## src/rtl/uart_txq_pkg.sv

```systemverilog
package uart_txq_pkg;
   typedef enum logic {
      MODE_HOLD = 1'b0,
      MODE_QUEUE = 1'b1
   } txq_mode_e;

   function automatic bit is_pow2(input int n);
      return (n >= 2) && ((n & (n - 1)) == 0);
   endfunction
endpackage

```

## src/rtl/uart_txq_store.sv

```systemverilog
module uart_txq_store
   import uart_txq_pkg::*;
#(
   parameter int DATA_W = 8,
   parameter int DEPTH = 16,
   localparam int CNT_W = $clog2(DEPTH + 1),
   localparam int PTR_W = $clog2(DEPTH)
) (
   input  logic              clk,
   input  logic              rst_n,
   input  txq_mode_e         mode,
   input  logic              wr_valid,
   input  logic [DATA_W-1:0] wr_data,
   input  logic              pop_req,
   output logic [DATA_W-1:0] rd_data,
   output logic [CNT_W-1:0]  level,
   output logic              wr_drop
);
   logic [DATA_W-1:0] slot [DEPTH];
   logic [PTR_W-1:0]  wr_ptr, rd_ptr;
   logic [CNT_W-1:0]  cap;
   logic              push, pop;

   assign cap     = (mode == MODE_QUEUE) ? CNT_W'(DEPTH) : CNT_W'(1);
   assign push    = wr_valid && (level < cap);
   assign pop     = pop_req && (level != '0);
   assign wr_drop = wr_valid && (level >= cap);
   assign rd_data = slot[rd_ptr];

   for (genvar g = 0; g < DEPTH; g++) begin : g_slot
      always_ff @(posedge clk) begin
         if (!rst_n)
            slot[g] <= '0;
         else if (push && (wr_ptr == PTR_W'(g)))
            slot[g] <= wr_data;
      end
   end

   always_ff @(posedge clk) begin
      if (!rst_n) begin
         wr_ptr <= '0;
         rd_ptr <= '0;
         level  <= '0;
      end else begin
         if (push) wr_ptr <= wr_ptr + 1'b1;
         if (pop)  rd_ptr <= rd_ptr + 1'b1;
         case ({push, pop})
            2'b10:   level <= level + 1'b1;
            2'b01:   level <= level - 1'b1;
            default: level <= level;
         endcase
      end
   end

   AST_DROP_KEEPS_LEVEL: assert property (@(posedge clk) disable iff (!rst_n)
      (wr_drop && !pop_req) |=> (level == $past(level)));
   AST_EMPTY_POP: assert property (@(posedge clk) disable iff (!rst_n)
      (pop_req && !wr_valid && level == '0) |=> (level == '0));
   AST_LEVEL_RANGE: assert property (@(posedge clk) disable iff (!rst_n)
      level <= CNT_W'(DEPTH));
endmodule

```

## src/rtl/uart_txq_flags.sv

```systemverilog
module uart_txq_flags
   import uart_txq_pkg::*;
#(
   parameter int CNT_W = 5,
   parameter int THRESH = 8
) (
   input  logic             clk,
   input  logic             rst_n,
   input  txq_mode_e        mode,
   input  logic             tx_en,
   input  logic [CNT_W-1:0] level,
   input  logic             wr_drop,
   input  logic             sw_clr,
   input  logic             mask_thr,
   input  logic             mask_undr,
   input  logic             mask_ovr,
   output logic             thr_flag,
   output logic             undr_flag,
   output logic             ovr_flag,
   output logic             irq
);
   logic armed, thr_hit;

   assign armed     = (mode == MODE_QUEUE) && tx_en;
   assign thr_hit   = armed && (level <= CNT_W'(THRESH));
   assign undr_flag = armed && (level == '0);
   assign irq       = (thr_flag & mask_thr) | (undr_flag & mask_undr) | (ovr_flag & mask_ovr);

   always_ff @(posedge clk) begin
      if (!rst_n) begin
         thr_flag <= 1'b0;
         ovr_flag <= 1'b0;
      end else begin
         thr_flag <= thr_hit | (thr_flag & ~sw_clr);
         ovr_flag <= wr_drop | (ovr_flag & ~sw_clr);
      end
   end

   AST_THR_SET: assert property (@(posedge clk) disable iff (!rst_n)
      thr_hit |=> thr_flag);
   AST_THR_HOLD: assert property (@(posedge clk) disable iff (!rst_n)
      (thr_flag && !sw_clr) |=> thr_flag);
   AST_OVR_SET: assert property (@(posedge clk) disable iff (!rst_n)
      wr_drop |=> ovr_flag);
   AST_IRQ_QUIET: assert property (@(posedge clk) disable iff (!rst_n)
      (!mask_thr && !mask_undr && !mask_ovr) |-> !irq);
endmodule

```

## src/rtl/uart_txq.sv

```systemverilog
module uart_txq
   import uart_txq_pkg::*;
#(
   parameter int DATA_W = 8,
   parameter int DEPTH = 16,
   localparam int CNT_W = $clog2(DEPTH + 1),
   localparam int THRESH = DEPTH / 2
) (
   input  logic              clk,
   input  logic              rst_n,
   input  logic              fifo_en,
   input  logic              tx_en,
   input  logic              wr_valid,
   input  logic [DATA_W-1:0] wr_data,
   input  logic              pop_req,
   input  logic              sw_clr,
   input  logic              mask_thr,
   input  logic              mask_undr,
   input  logic              mask_ovr,
   output logic              pop_valid,
   output logic [DATA_W-1:0] pop_data,
   output logic [CNT_W-1:0]  level,
   output logic              thr_flag,
   output logic              undr_flag,
   output logic              ovr_flag,
   output logic              irq
);
   if (!is_pow2(DEPTH)) begin : g_bad_depth
      $error("uart_txq: DEPTH must be a power of two and at least 2");
   end
   if (DATA_W < 1) begin : g_bad_width
      $error("uart_txq: DATA_W must be positive");
   end

   txq_mode_e mode;
   logic      wr_drop;

   assign mode      = fifo_en ? MODE_QUEUE : MODE_HOLD;
   assign pop_valid = (level != '0);

   uart_txq_store #(.DATA_W(DATA_W), .DEPTH(DEPTH)) u_store (
      .clk(clk), .rst_n(rst_n), .mode(mode),
      .wr_valid(wr_valid), .wr_data(wr_data), .pop_req(pop_req),
      .rd_data(pop_data), .level(level), .wr_drop(wr_drop)
   );

   uart_txq_flags #(.CNT_W(CNT_W), .THRESH(THRESH)) u_flags (
      .clk(clk), .rst_n(rst_n), .mode(mode), .tx_en(tx_en),
      .level(level), .wr_drop(wr_drop), .sw_clr(sw_clr),
      .mask_thr(mask_thr), .mask_undr(mask_undr), .mask_ovr(mask_ovr),
      .thr_flag(thr_flag), .undr_flag(undr_flag), .ovr_flag(ovr_flag), .irq(irq)
   );

   AST_VALID_TRACKS_LEVEL: assert property (@(posedge clk) disable iff (!rst_n)
      (pop_valid && !pop_req && !wr_drop) |=> pop_valid);
endmodule

```

## config.mk

```make
export PLATFORM = sky130hd
export DESIGN_NAME = uart_txq
export DESIGN_NICKNAME = d
export VERILOG_FILES = /design/src/rtl/uart_txq_pkg.sv /design/src/rtl/uart_txq_store.sv /design/src/rtl/uart_txq_flags.sv /design/src/rtl/uart_txq.sv
export SDC_FILE = /design/constraint.sdc
export NUM_CORES = 1
export LEC_CHECK = 0
export ABC_CLOCK_PERIOD_IN_PS = 2860
export BUFFER_PORTS_ARGS = -buffer_cell sky130_fd_sc_hd__buf_2
export CORE_MARGIN = 2
export CORE_UTILIZATION = 53
export CTS_BUF_LIST = sky130_fd_sc_hd__clkbuf_16
export CTS_CLUSTER_DIAMETER = 100
export DETAILED_ROUTE_END_ITERATION = 10
export GPL_TIMING_DRIVEN = 0
export PLACE_DENSITY = 0.71
export RECOVER_POWER = 25
export SKIP_LAST_GASP = 1
export SYNTH_ARGS = -nofsm -noshare
export SYNTH_HDL_FRONTEND = slang
export SYNTH_SLANG_ARGS = --single-unit
```

## constraint.sdc

```tcl
create_clock -name clk -period 2.86 [get_ports clk]
set_input_delay 0.429 -clock clk [delete_from_list [all_inputs] [get_ports clk]]
set_output_delay 0.429 -clock clk [all_outputs]
set_load 0.02 [all_outputs]
```

==> metrics.md, run 1 <==
| Metric | Value |
|---|---|
| Status | finished, final reports clean |
| Worst-skew pair later-pin latency | 0.43 ns |
| CP Launch Type | flip-flop |
| DP HPWL | 12500 um |
| Buffers on Ports | 35 |
| Final hold vios | 0 |
| # fillers | 950 |
| Final critical-path required period | 2.73 ns |
| Vias in the first global route | 4536 |
| Slew @ Worst Pin | 1.43 ns |
| Hold Worst Slack | 0.317 ns |
| Top Ports | 36 |
| Post-Layout Cell Count | 754 |
| First-pass GRT wire length | 26000 um |
| # nets final | 598 |
| Worst hold path class | input port to flip-flop |
| Dominant synthesized flop cell | edfxtp_1 |
| Setup TNS | 0 ns |
| Starting DRT DRC Count | 627 |
| Final setup margin | 0.135 ns |
| CTS tree | yes |
| VDD IR max | 526 uV |
| Post-route cell area | 0.00788 mm2 |
| Synthesis-to-layout area growth | 16.1% |
| Crit path capture type | primary output |
| CP max stage delay | 0.47 ns |
| Largest net degree at the start of global routing | 17 |
| Top cells by area in the synthesized netlist | edfxtp_1 57%, mux4_2 13%, nor2_1 7.1% |
| Static Leak | 2.75 nW |
| CTS Hold Buffers Added | 0 |
| Post-synthesis cell count | 505 |
| Max cap viols | 0 |
| Core Area | 0.0126 mm2 |
| Vias post-DR | 4569 |
| CP max FO | 10 |
| Fin crit share | 95.3% |
| RSZ-0062 raised after global routing | no |
| Most frequent CP cell | mux4_2 |
| Synth warn | 0 |
| Count of cell types in the netlist | 48 |
| Wirelength, routed | 17500 um |
| Initial core utilization | 54.0% |
| First drt pass iteration count | 5 |
| Num CTS Buffers | 17 |
| Slew Viols, Final | 0 |
| # DRC | 0 |
| Async SR Flop Fraction | 0% |
| Power, Total | 6.59 mW |
| Crit-path cells | clkbuf_2 -> mux4_2 -> mux4_2 -> buf_2 |
| Number of buffer and inverter stages on the critical path | 2 |
| Clk pin slew, worst setup/hold paths | 0.06 ns |
| Final Skew | 0.00795 ns |
| Layout cells sized above 1 | 25.4% |
| # setup viols final | 0 |
| Post-Syn Nets | 533 |
| CP Class | flip-flop to primary output |
| Mean Syn Cell Area | 13.4 um2 |
| Number of flops mapped to enable cells by yosys | 128 |
| N_diodes | 0 |
| Row count | 41 |
| CTS H-tree lvls | 4 |
| Pwr dens | 836 mW/mm2 |
| Clock Sink Count | 147 |
| DR vias/cell | 6.06 |
| Core Util, Final | 62.7% |
| Slew headroom | 3.38% |
| Top-area cell type share of the netlist area | 56.6% |
| CTS root buf | clkbuf_16 |
| Initial antenna violation count | 0 |
| Post-synthesis sequential area ratio | 62.3% |
| Slowest CP cell | mux4_2 |
| Leading area contributor after synthesis | edfxtp_1 |
| Final GP Congestion | 0.900 |
| Post-placement setup slack | -0.105 ns |
| Syn Std Cell Area | 0.00679 mm2 |
| Inst Count DP | 721 |
| Routed wire per std cell | 23.2 um |
| Placed Instance Area | 0.00724 mm2 |
| Congestion Overflow GR | 0 |
| Worst EP arrival | 2.30 ns |
| Synth top cells by count | 128 x edfxtp_1, 128 x nor2_1, 47 x nand2_1, 40 x mux4_2, 21 x o21ai_0 |
| Die ar. | 0.0137 mm2 |
| Die Wd | 117 um |
| Yosys reg bits | 147 |
| Top cell family by delay on the critical path | multiplexers |
| Max Buffers Root-to-Sink | 2 |
| Die height | 117 um |
| GRT Total Usage | 27.5% |
| Data required, critical path | 2.43 ns |
| Remaining antenna violation count | 0 |
| Max Freq | 0.367 GHz |
-- final cells by class --
type,instances,area [um2],share of cell area (%)
sequential,147,4230,53.6
multi-input combinational,316,2320,29.5
clock buffer,17,425,5.40
timing repair buffer,47,254,3.22
buffer,31,235,2.99
tap,172,215,2.73
clock inverter,14,165,2.10
inverter,10,37.5,0.476
-- worst paths after layout --
check / startpoint / to / slack [ns] / cells after the start
setup reg to reg: u_store.level[1] / u_store.level[4] / 0.16 / 10
hold reg to reg: u_store.rd_ptr[1] / flip-flop / 0.50 / 2
hold / removal: wr_valid / u_flags.ovr_flag / 0.32 / 2
setup / recovery: flip-flop / pop_data[6] / 0.13 / 4
-- per-layer routing --
layer | track usage [%] | routed length, um | up-vias
li1 | - | - | 1962
met3 | 7.26 | 1870 | 47
met2 | 44.4 | 8690 | 277
met5 | 0 | 0 | -
met4 | 12.1 | 573 | 0
met1 | 35.3 | 6360 | 2283
-- kinds of logic (layout without fill, tap and decap cells) --
group / Yosys count / in the layout / share of synthesized area [%]
xor+xnor: 7 / 7 / 0.904
fa+ha+maj: 10 / 10 / 1.84
mux: 45 / 45 / 14.0
simple gates: 214 / 214 / 13.6
flops: 147 / 147 / 62.3
buf+inv: 42 / 119 / 3.74
compound gates: 40 / 40 / 3.65
-- repair_timing --
action / 4_1_cts / 5_1_grt
setup endpoints to repair: 10 / 4
endpoints found under the hold margin: 0 / 0
gates resized for setup: 12 / 2
pin swaps: 0 / 2
gates cloned: 0 / 0
setup buffers: 0 / 2
-- flip-flops by register name, indices dropped and copies added (netlist names), named ones only --
signal,count
u_flags.ovr_flag,1
u_flags.thr_flag,1
u_store.level,5
u_store.rd_ptr,4
u_store.slot,128
u_store.wr_ptr,4
-- report_power, final --
group          switching, mW  leakage, nW  internal, mW
registers              0.109         1.48          2.51
logic                   1.02        0.984         0.718
clock network          0.870        0.284          1.36
-- layout by cell type (no fill, tap or decap), types with 9 or more instances in the layout --
master,instances
nor2_1,128
edfxtp_1,128
nand2_1,47
mux4_2,40
buf_2,29
clkbuf_1,19
dfxtp_1,17
clkbuf_16,17
buf_4,11
o21ai_1,11
inv_1,10
o21ai_0,10
nor2_2,10
ha_1,9
No activity file was read; power rests on OpenSTA's default activity.
==> inputs of run 2 (changes only) <==
--- a/config.mk
+++ b/config.mk
@@ -5,8 +5,9 @@
 export SDC_FILE = /design/constraint.sdc
 export NUM_CORES = 1
 export LEC_CHECK = 0
-export ABC_CLOCK_PERIOD_IN_PS = 2860
+export ABC_CLOCK_PERIOD_IN_PS = 3200
 export BUFFER_PORTS_ARGS = -buffer_cell sky130_fd_sc_hd__buf_2
+export CORE_ASPECT_RATIO = 0.7
 export CORE_MARGIN = 2
 export CORE_UTILIZATION = 53
 export CTS_BUF_LIST = sky130_fd_sc_hd__clkbuf_16
@@ -15,6 +16,7 @@
 export GPL_TIMING_DRIVEN = 0
 export PLACE_DENSITY = 0.71
 export RECOVER_POWER = 25
+export SKIP_CTS_REPAIR_TIMING = 1
 export SKIP_LAST_GASP = 1
 export SYNTH_ARGS = -nofsm -noshare
 export SYNTH_HDL_FRONTEND = slang
==> constraint.sdc (replaced) <==
create_clock -name clk -period 3.2 [get_ports clk]
set_input_delay 0.48 -clock clk [delete_from_list [all_inputs] [get_ports clk]]
set_output_delay 0.48 -clock clk [all_outputs]
set_load 0.02 [all_outputs]
==> metrics.md, run 2 (synthesis results as in run 1) <==
| Metric | Value |
|---|---|
| Inst Count DP | 706 (was 721) |
| Internal power | 4.22 mW (was 4.59 mW) |
| Met1 Resource Use GR | 39.4% (was 35.3%) |
| Vias post-DR | 4551 (was 4569) |
| Buffers on Ports | 35 (unchanged) |
| # fillers | 922 (was 950) |
| CTS root buf | clkbuf_16 (unchanged) |
| Wirelength, routed | 17400 um (was 17500 um) |
| Pwr dens | 773 mW/mm2 (was 836 mW/mm2) |
| GRT Total Usage | 26.2% (was 27.5%) |
| Remaining antenna violation count | 0 (unchanged) |
| FF-to-FF setup slack | 0.24 ns (was 0.16 ns) |
| Final critical-path required period | 3.15 ns |
| Final Skew | 0.0105 ns (was 0.00795 ns) |
| Initial antenna violation count | 1 (was 0) |
| Hold Worst Slack | 0.368 ns (was 0.317 ns) |
| Synthesis-to-layout area growth | 15.0% (was 16.1%) |
| Worst hold path class | input port to flip-flop (unchanged) |
| Top reg by flops | u_store.slot (unchanged) |
| Clk pin slew, worst setup/hold paths | 0.06 ns (about the same) |
| Post-placement setup slack | 0.145 ns (was -0.105 ns) |
| GR peak layer | met1 (was met2) |
| VDD IR max | 410 uV (was 526 uV) |
| Worst-skew pair later-pin latency | 0.43 ns (about the same) |
| Status | finished, final reports clean (unchanged) |
| Placed Instance Area | 0.00719 mm2 (was 0.00724 mm2) |
| CTS tree | yes (unchanged) |
| Die Wd | 139 um (was 117 um) |
| Max Buffers Root-to-Sink | 2 (unchanged) |
| CTS H-tree lvls | 4 (unchanged) |
| Slew @ Worst Pin | 1.37 ns (was 1.43 ns) |
| DP HPWL | 12400 um (was 12500 um) |
| Final GP Congestion | 0.905 (was 0.900) |
| Worst EP arrival | 2.67 ns (was 2.30 ns) |
| Post-route cell area | 0.00781 mm2 (was 0.00788 mm2) |
| NetSw | 1.81 mW (was 2.00 mW) |
| # setup viols final | 0 (unchanged) |
| Core Area | 0.0125 mm2 (was 0.0126 mm2) |
| Final setup margin | 0.0516 ns (was 0.135 ns) |
| Post-Layout Cell Count | 739 (was 754) |
| DR vias/cell | 6.16 (was 6.06) |
| Max Freq | 0.318 GHz |
| Commonest non-fill, non-tap cells in the layout | 128 x nor2_1, 128 x edfxtp_1, 47 x nand2_1 (unchanged) |
| Row count | 34 (was 41) |
| Vias in the first global route | 4388 (was 4536) |
| CP max stage delay | 0.66 ns (was 0.47 ns) |
| Largest registers | u_store.slot: 128 flops, u_store.level: 5 flops (unchanged) |
| Max FFs per register | 128 (unchanged) |
| Data required, critical path | 2.72 ns (was 2.43 ns) |
| Slew Viols, Final | 0 (unchanged) |
| Crit path capture type | primary output (unchanged) |
| Static Leak | 2.71 nW (was 2.75 nW) |
| Clock Sink Count | 147 (unchanged) |
| Comb power frac | 25.5% (was 26.4%) |
| First drt pass iteration count | 5 (unchanged) |
| Core Util, Final | 62.6% (was 62.7%) |
| Fin crit share | 98.4% |
| Most frequent CP cell | mux4_2 (unchanged) |
| CP Class | flip-flop to primary output (unchanged) |
| Initial core utilization | 54.4% (was 54.0%) |
| Met2 Use GR | 36.0% (was 44.4%) |
| Die height | 98.7 um (was 117 um) |
| Slowest CP cell | clkbuf_1 (was mux4_2) |
| Crit-path cells | clkbuf_1 -> mux4_2 -> mux4_2 -> buf_2 (was clkbuf_2 -> mux4_2 -> mux4_2 -> buf_2) |
| Largest net degree at the start of global routing | 17 (unchanged) |
| Starting DRT DRC Count | 699 (was 627) |
| CP max FO | 10 (unchanged) |
| Clock share of power | 35.9% (was 33.8%) |
| Slew headroom | 7.55% (was 3.38%) |
| Sw Share | 30.1% (was 30.3%) |
| Max cap viols | 0 (unchanged) |
| # nets final | 592 (was 598) |
| N_diodes | 0 (unchanged) |
| Top Ports | 36 (unchanged) |
| Congestion Overflow GR | 0 (unchanged) |
| Layout cells sized above 1 | 22.7% (was 25.4%) |
| Met3 GRT Util | 9.43% (was 7.26%) |
| CP Launch Type | flip-flop (unchanged) |
| Routed wire per std cell | 23.5 um (was 23.2 um) |
| First-pass GRT wire length | 25400 um (was 26000 um) |
| Final hold vios | 0 (unchanged) |
| Sequential fraction of design power | 38.7% (was 39.8%) |
| Num CTS Buffers | 17 (unchanged) |
| Die ar. | 0.0137 mm2 (about the same) |
| # DRC | 0 (unchanged) |
run 2: power by group through the flow:
| stage | combinational (mW) | sequential, mW | clock (mW) |
|---|---|---|---|
| floorplan | 1.03 | 2.38 | 0 |
| global placement | 1.48 | 2.36 | 0 |
| detailed placement | 1.52 | 2.37 | 0 |
| CTS | 1.53 | 2.33 | 2.16 |
| global route | 1.63 | 2.35 | 2.24 |
| finish | 1.54 | 2.34 | 2.16 |
run 2: area by class of cell:
class / instances / area, um2 / area share [%]
flip-flops and latches: 147 / 4220 / 54.1
multi-input cells: 316 / 2300 / 29.5
clock buffers: 17 / 425 / 5.45
clock inverters: 15 / 214 / 2.74
well taps: 162 / 203 / 2.60
repair buffers: 40 / 201 / 2.58
plain buffers: 32 / 201 / 2.58
inverters: 10 / 37.5 / 0.481
run 2: routing by layer:
metal,routed length (um),part of all wire (%)
met2,7390,43
met4,245,1.4
met1,7210,41
met5,13,0.075
met3,2520,15
run 2: per-stage QoR:
step           total power, mW  setup TNS (ns)
2_1_floorplan             3.41               0
3_3_place_gp              3.84               0
3_5_place_dp              3.89               0
4_1_cts                   6.02          -0.240
5_1_grt                   6.23         -0.0267
6_report                  6.04               0
run 2: final timing paths:
path,startpoint,endpoint,depth (start not counted)
min,pop_req,u_store.rd_ptr[1],3
min reg2reg,u_store.rd_ptr[1],u_store.rd_ptr[1],2
max reg2reg,u_store.level[0],u_store.slot[4][6],6
max,flip-flop,pop_data[2],4
run 2: worst max-delay path, delay by kind of cell, from the launching register on:
kind	cells	cell delay [ns]
muxes	2	0.98
buffers and inverters	2	0.83
DFF	1	0.42
==> inputs of run 3 (changes only) <==
--- a/config.mk
+++ b/config.mk
@@ -20,4 +20,5 @@
 export SKIP_LAST_GASP = 1
 export SYNTH_ARGS = -nofsm -noshare
 export SYNTH_HDL_FRONTEND = slang
+export SYNTH_HIERARCHICAL = 1
 export SYNTH_SLANG_ARGS = --single-unit
==> metrics.md, run 3 <==
| Metric | Value |
|---|---|
| Count leader, synth | edfxtp_1 |
| Synthesis-to-layout area growth | 14.5% (was 15.0%) |
| Die Wd | 140 um (was 139 um) |
| Fin crit share | 96.2% (was 98.4%) |
| Comb power frac | 28.7% (was 25.5%) |
| Simple-gate share of the synthesized area | 15.4% (was 13.6%) |
| GRT Total Usage | 29.0% (was 26.2%) |
| Slew @ Worst Pin | 1.23 ns (was 1.37 ns) |
| Buffers on Ports | 35 (unchanged) |
| Inst Count DP | 730 (was 706) |
| Post-placement setup slack | -0.364 ns (was 0.145 ns) |
| Dominant synthesized flop cell | edfxtp_1 (unchanged) |
| Clock Sink Count | 147 (unchanged) |
| Final critical-path required period | 3.08 ns (was 3.15 ns) |
| Final GP Congestion | 0.941 (was 0.905) |
| Async SR Flop Fraction | 0% (unchanged) |
| Congestion Overflow GR | 0 (unchanged) |
| Count of cell types in the netlist | 47 (was 48) |
| Commonest non-fill, non-tap cells in the layout | 128 x edfxtp_1, 113 x nor2_1, 48 x nand2_1 (was 128 x nor2_1, 128 x edfxtp_1, 47 x nand2_1) |
| Die ar. | 0.0139 mm2 (was 0.0137 mm2) |
| Final setup margin | 0.121 ns (was 0.0516 ns) |
| Post-synthesis cell count | 533 (was 505) |
| Vias in the first global route | 4719 (was 4388) |
| Crit path capture type | primary output (unchanged) |
| Commonest non-fill, non-tap cell in the layout | edfxtp_1 |
| First-pass GRT wire length | 28500 um (was 25400 um) |
| Layout cells sized above 1 | 18.2% (was 22.7%) |
| Final hold vios | 0 (unchanged) |
| Worst hold path class | input port to flip-flop (unchanged) |
| Num CTS Buffers | 17 (unchanged) |
| Mean Syn Cell Area | 12.9 um2 (was 13.4 um2) |
| RR Startpoint | u_store/level[0] (was u_store.level[0]) |
| Syn Std Cell Area | 0.00688 mm2 (was 0.00679 mm2) |
| # setup viols final | 0 (unchanged) |
| Worst-skew pair later-pin latency | 0.41 ns (was 0.43 ns) |
| Synth Area in XOR/XNOR | 0.891% (was 0.904%) |
| Top Ports | 36 (unchanged) |
| Post-Layout Cell Count | 766 (was 739) |
| DP HPWL | 13300 um (was 12400 um) |
| Synth top cells by count | 128 x edfxtp_1, 112 x nor2_1, 48 x nand2_1, 32 x mux4_2, 21 x and3_1 (was 128 x edfxtp_1, 128 x nor2_1, 47 x nand2_1, 40 x mux4_2, 21 x o21ai_0) |
| Hold Crit Depth | 2 (was 3) |
| Worst EP arrival | 2.60 ns (was 2.67 ns) |
| RSZ-0062 raised after global routing | no |
| # nets final | 619 (was 592) |
| Static Leak | 2.86 nW (was 2.71 nW) |
| VDD IR max | 490 uV (was 410 uV) |
| R2R cell count | 9 (was 6) |
| Clk pin slew, worst setup/hold paths | 0.06 ns (about the same) |
| Setup TNS | 0 ns (unchanged) |
| Yosys reg bits | 147 (unchanged) |
| Post-synthesis sequential area ratio | 61.4% (was 62.3%) |
| Wirelength, routed | 19100 um (was 17400 um) |
| FF-to-FF setup slack | 0.12 ns (was 0.24 ns) |
| Max Buffers Root-to-Sink | 2 (unchanged) |
| Compound-Gate Fraction of Synth Area | 5.78% (was 3.65%) |
| CTS root buf | clkbuf_16 (unchanged) |
| Slew Viols, Final | 0 (unchanged) |
| Post-Syn Nets | 561 (was 533) |
| Largest registers | u_store/slot: 128 flops, u_store/level: 5 flops (was u_store.slot: 128 flops, u_store.level: 5 flops) |
| Row count | 34 (unchanged) |
| CP Launch Type | flip-flop (unchanged) |
| Number of flops mapped to enable cells by yosys | 128 (unchanged) |
| Adder-cell share of the synthesized area | 1.82% (was 1.84%) |
| Die height | 99.4 um (was 98.7 um) |
| Slew headroom | 17.6% (was 7.55%) |
| Leading area contributor after synthesis | edfxtp_1 (unchanged) |
| Sequential fraction of design power | 37.9% (was 38.7%) |
| Largest net degree at the start of global routing | 17 (unchanged) |
| Synth warn | 6 (was 0) |
| CTS H-tree lvls | 4 (unchanged) |
| CTS tree | yes (unchanged) |
| N_diodes | 0 (unchanged) |
| Remaining antenna violation count | 0 (unchanged) |
| Routed wire per std cell | 24.9 um (was 23.5 um) |
| Max Freq | 0.325 GHz (was 0.318 GHz) |
| Power, Total | 6.26 mW (was 6.04 mW) |
| Worst Hold Launch | rst_n (was pop_req) |
| CP max FO | 10 (unchanged) |
| Final Skew | 0.00701 ns (was 0.0105 ns) |
| Status | finished, final reports clean (unchanged) |
| # DRC | 0 (unchanged) |
| CP Class | flip-flop to primary output (unchanged) |
| # fillers | 959 (was 922) |
| FF-to-FF End | u_store/slot[9][1] (was u_store.slot[4][6]) |
| Max FFs per register | 128 (unchanged) |
| Top cells by area in the synthesized netlist | edfxtp_1 56%, mux4_2 10%, nor2_1 6.1% (was edfxtp_1 57%, mux4_2 13%, nor2_1 7.1%) |
| DR vias/cell | 6.33 (was 6.16) |
| Data required, critical path | 2.72 ns (about the same) |
| Vias post-DR | 4846 (was 4551) |
| Sw Share | 31.3% (was 30.1%) |
| Top-area cell type share of the netlist area | 55.8% (was 56.6%) |
| Clock share of power | 33.5% (was 35.9%) |
| Internal power | 4.30 mW (was 4.22 mW) |
| NetSw | 1.96 mW (was 1.81 mW) |
| Starting DRT DRC Count | 802 (was 699) |
| Initial antenna violation count | 0 (was 1) |
| Top reg by flops | u_store/slot (was u_store.slot) |
| Core Area | 0.0125 mm2 (about the same) |
| Pwr dens | 794 mW/mm2 (was 773 mW/mm2) |
| Max cap viols | 0 (unchanged) |
| Post-synthesis mux area share | 11.2% (was 14.0%) |
| Largest family of logic cells by synthesized area | simple AND/OR/NAND/NOR gates (was multiplexers) |
| Initial core utilization | 54.9% (was 54.4%) |
| First drt pass iteration count | 10 (was 5) |
| Hold-critical path endpoint | u_flags/ovr_flag (was u_store.rd_ptr[1]) |
[run 3: layout make-up]
cell class | instances | area [um2] | area share, %
Timing Repair Buffer | 40 | 196 | 2.49
Multi-Input combinational cell | 342 | 2420 | 30.7
Sequential cell | 147 | 4230 | 53.6
Buffer | 34 | 184 | 2.33
Clock buffer | 17 | 425 | 5.40
Tap cell | 162 | 203 | 2.57
Inverter | 9 | 33.8 | 0.429
Clock inverter | 15 | 199 | 2.52
[run 3: per-stage QoR]
| step | hold slack (ns) | util [%] | cell area, um2 |
|---|---|---|---|
| 2_1_floorplan | 0.470 | - | 6880 |
| 3_3_place_gp | 0.469 | 57.9 | 7260 |
| 3_5_place_dp | 0.494 | 57.9 | 7260 |
| 4_1_cts | 0.303 | 62.8 | 7890 |
| 5_1_grt | 0.317 | 62.8 | 7880 |
| 6_report | 0.307 | 62.8 | 7880 |
[run 3: logic make-up after synthesis]
kind of cell             after synthesis
AND/OR/NAND/NOR                      231
flip-flops                           147
AO/OA/AOI/OAI                         57
buffers and inverters                 44
multiplexers                          37
adder cells (fa/ha/maj)               10
XOR/XNOR                               7
[run 3: worst max-delay path by stage]
stage          slack [ns]             endpoint  cells past startpoint
4_1_cts             -0.22   u_store/slot[8][6]                      7
6_report             0.12          pop_data[5]                      6
3_5_place_dp        -0.36   u_store/slot[8][1]                      8
3_3_place_gp        -0.31     u_store/level[4]                     15
5_1_grt              0.01  u_store/slot[10][3]                      9
2_1_floorplan        0.06     u_store/level[4]                     14
[run 3: metal layers]
layer | global-route usage [%] | vias up | wire length [um]
met5 | 0 | - | 0
met3 | 12.6 | 51 | 2880
met4 | 10.2 | 0 | 592
li1 | - | 2062 | -
met2 | 42.0 | 326 | 8180
met1 | 39.6 | 2407 | 7420
[run 3: critical path, cell delays in order (launching register included)]
cell and delay, ns:
dfxtp_1 0.31, clkbuf_1 0.30, clkbuf_4 0.37, mux4_2 0.61
a22oi_1 0.33, nand2_1 0.09, buf_2 0.16
[run 3: power groups by stage]
stage / clock (mW) / sequential, mW / combinational [mW]
floorplan: 0 / 2.40 / 1.20
global placement: 0 / 2.40 / 1.69
detailed placement: 0 / 2.41 / 1.73
CTS: 2.12 / 2.37 / 1.74
global route: 2.21 / 2.39 / 1.91
finish: 2.10 / 2.37 / 1.79
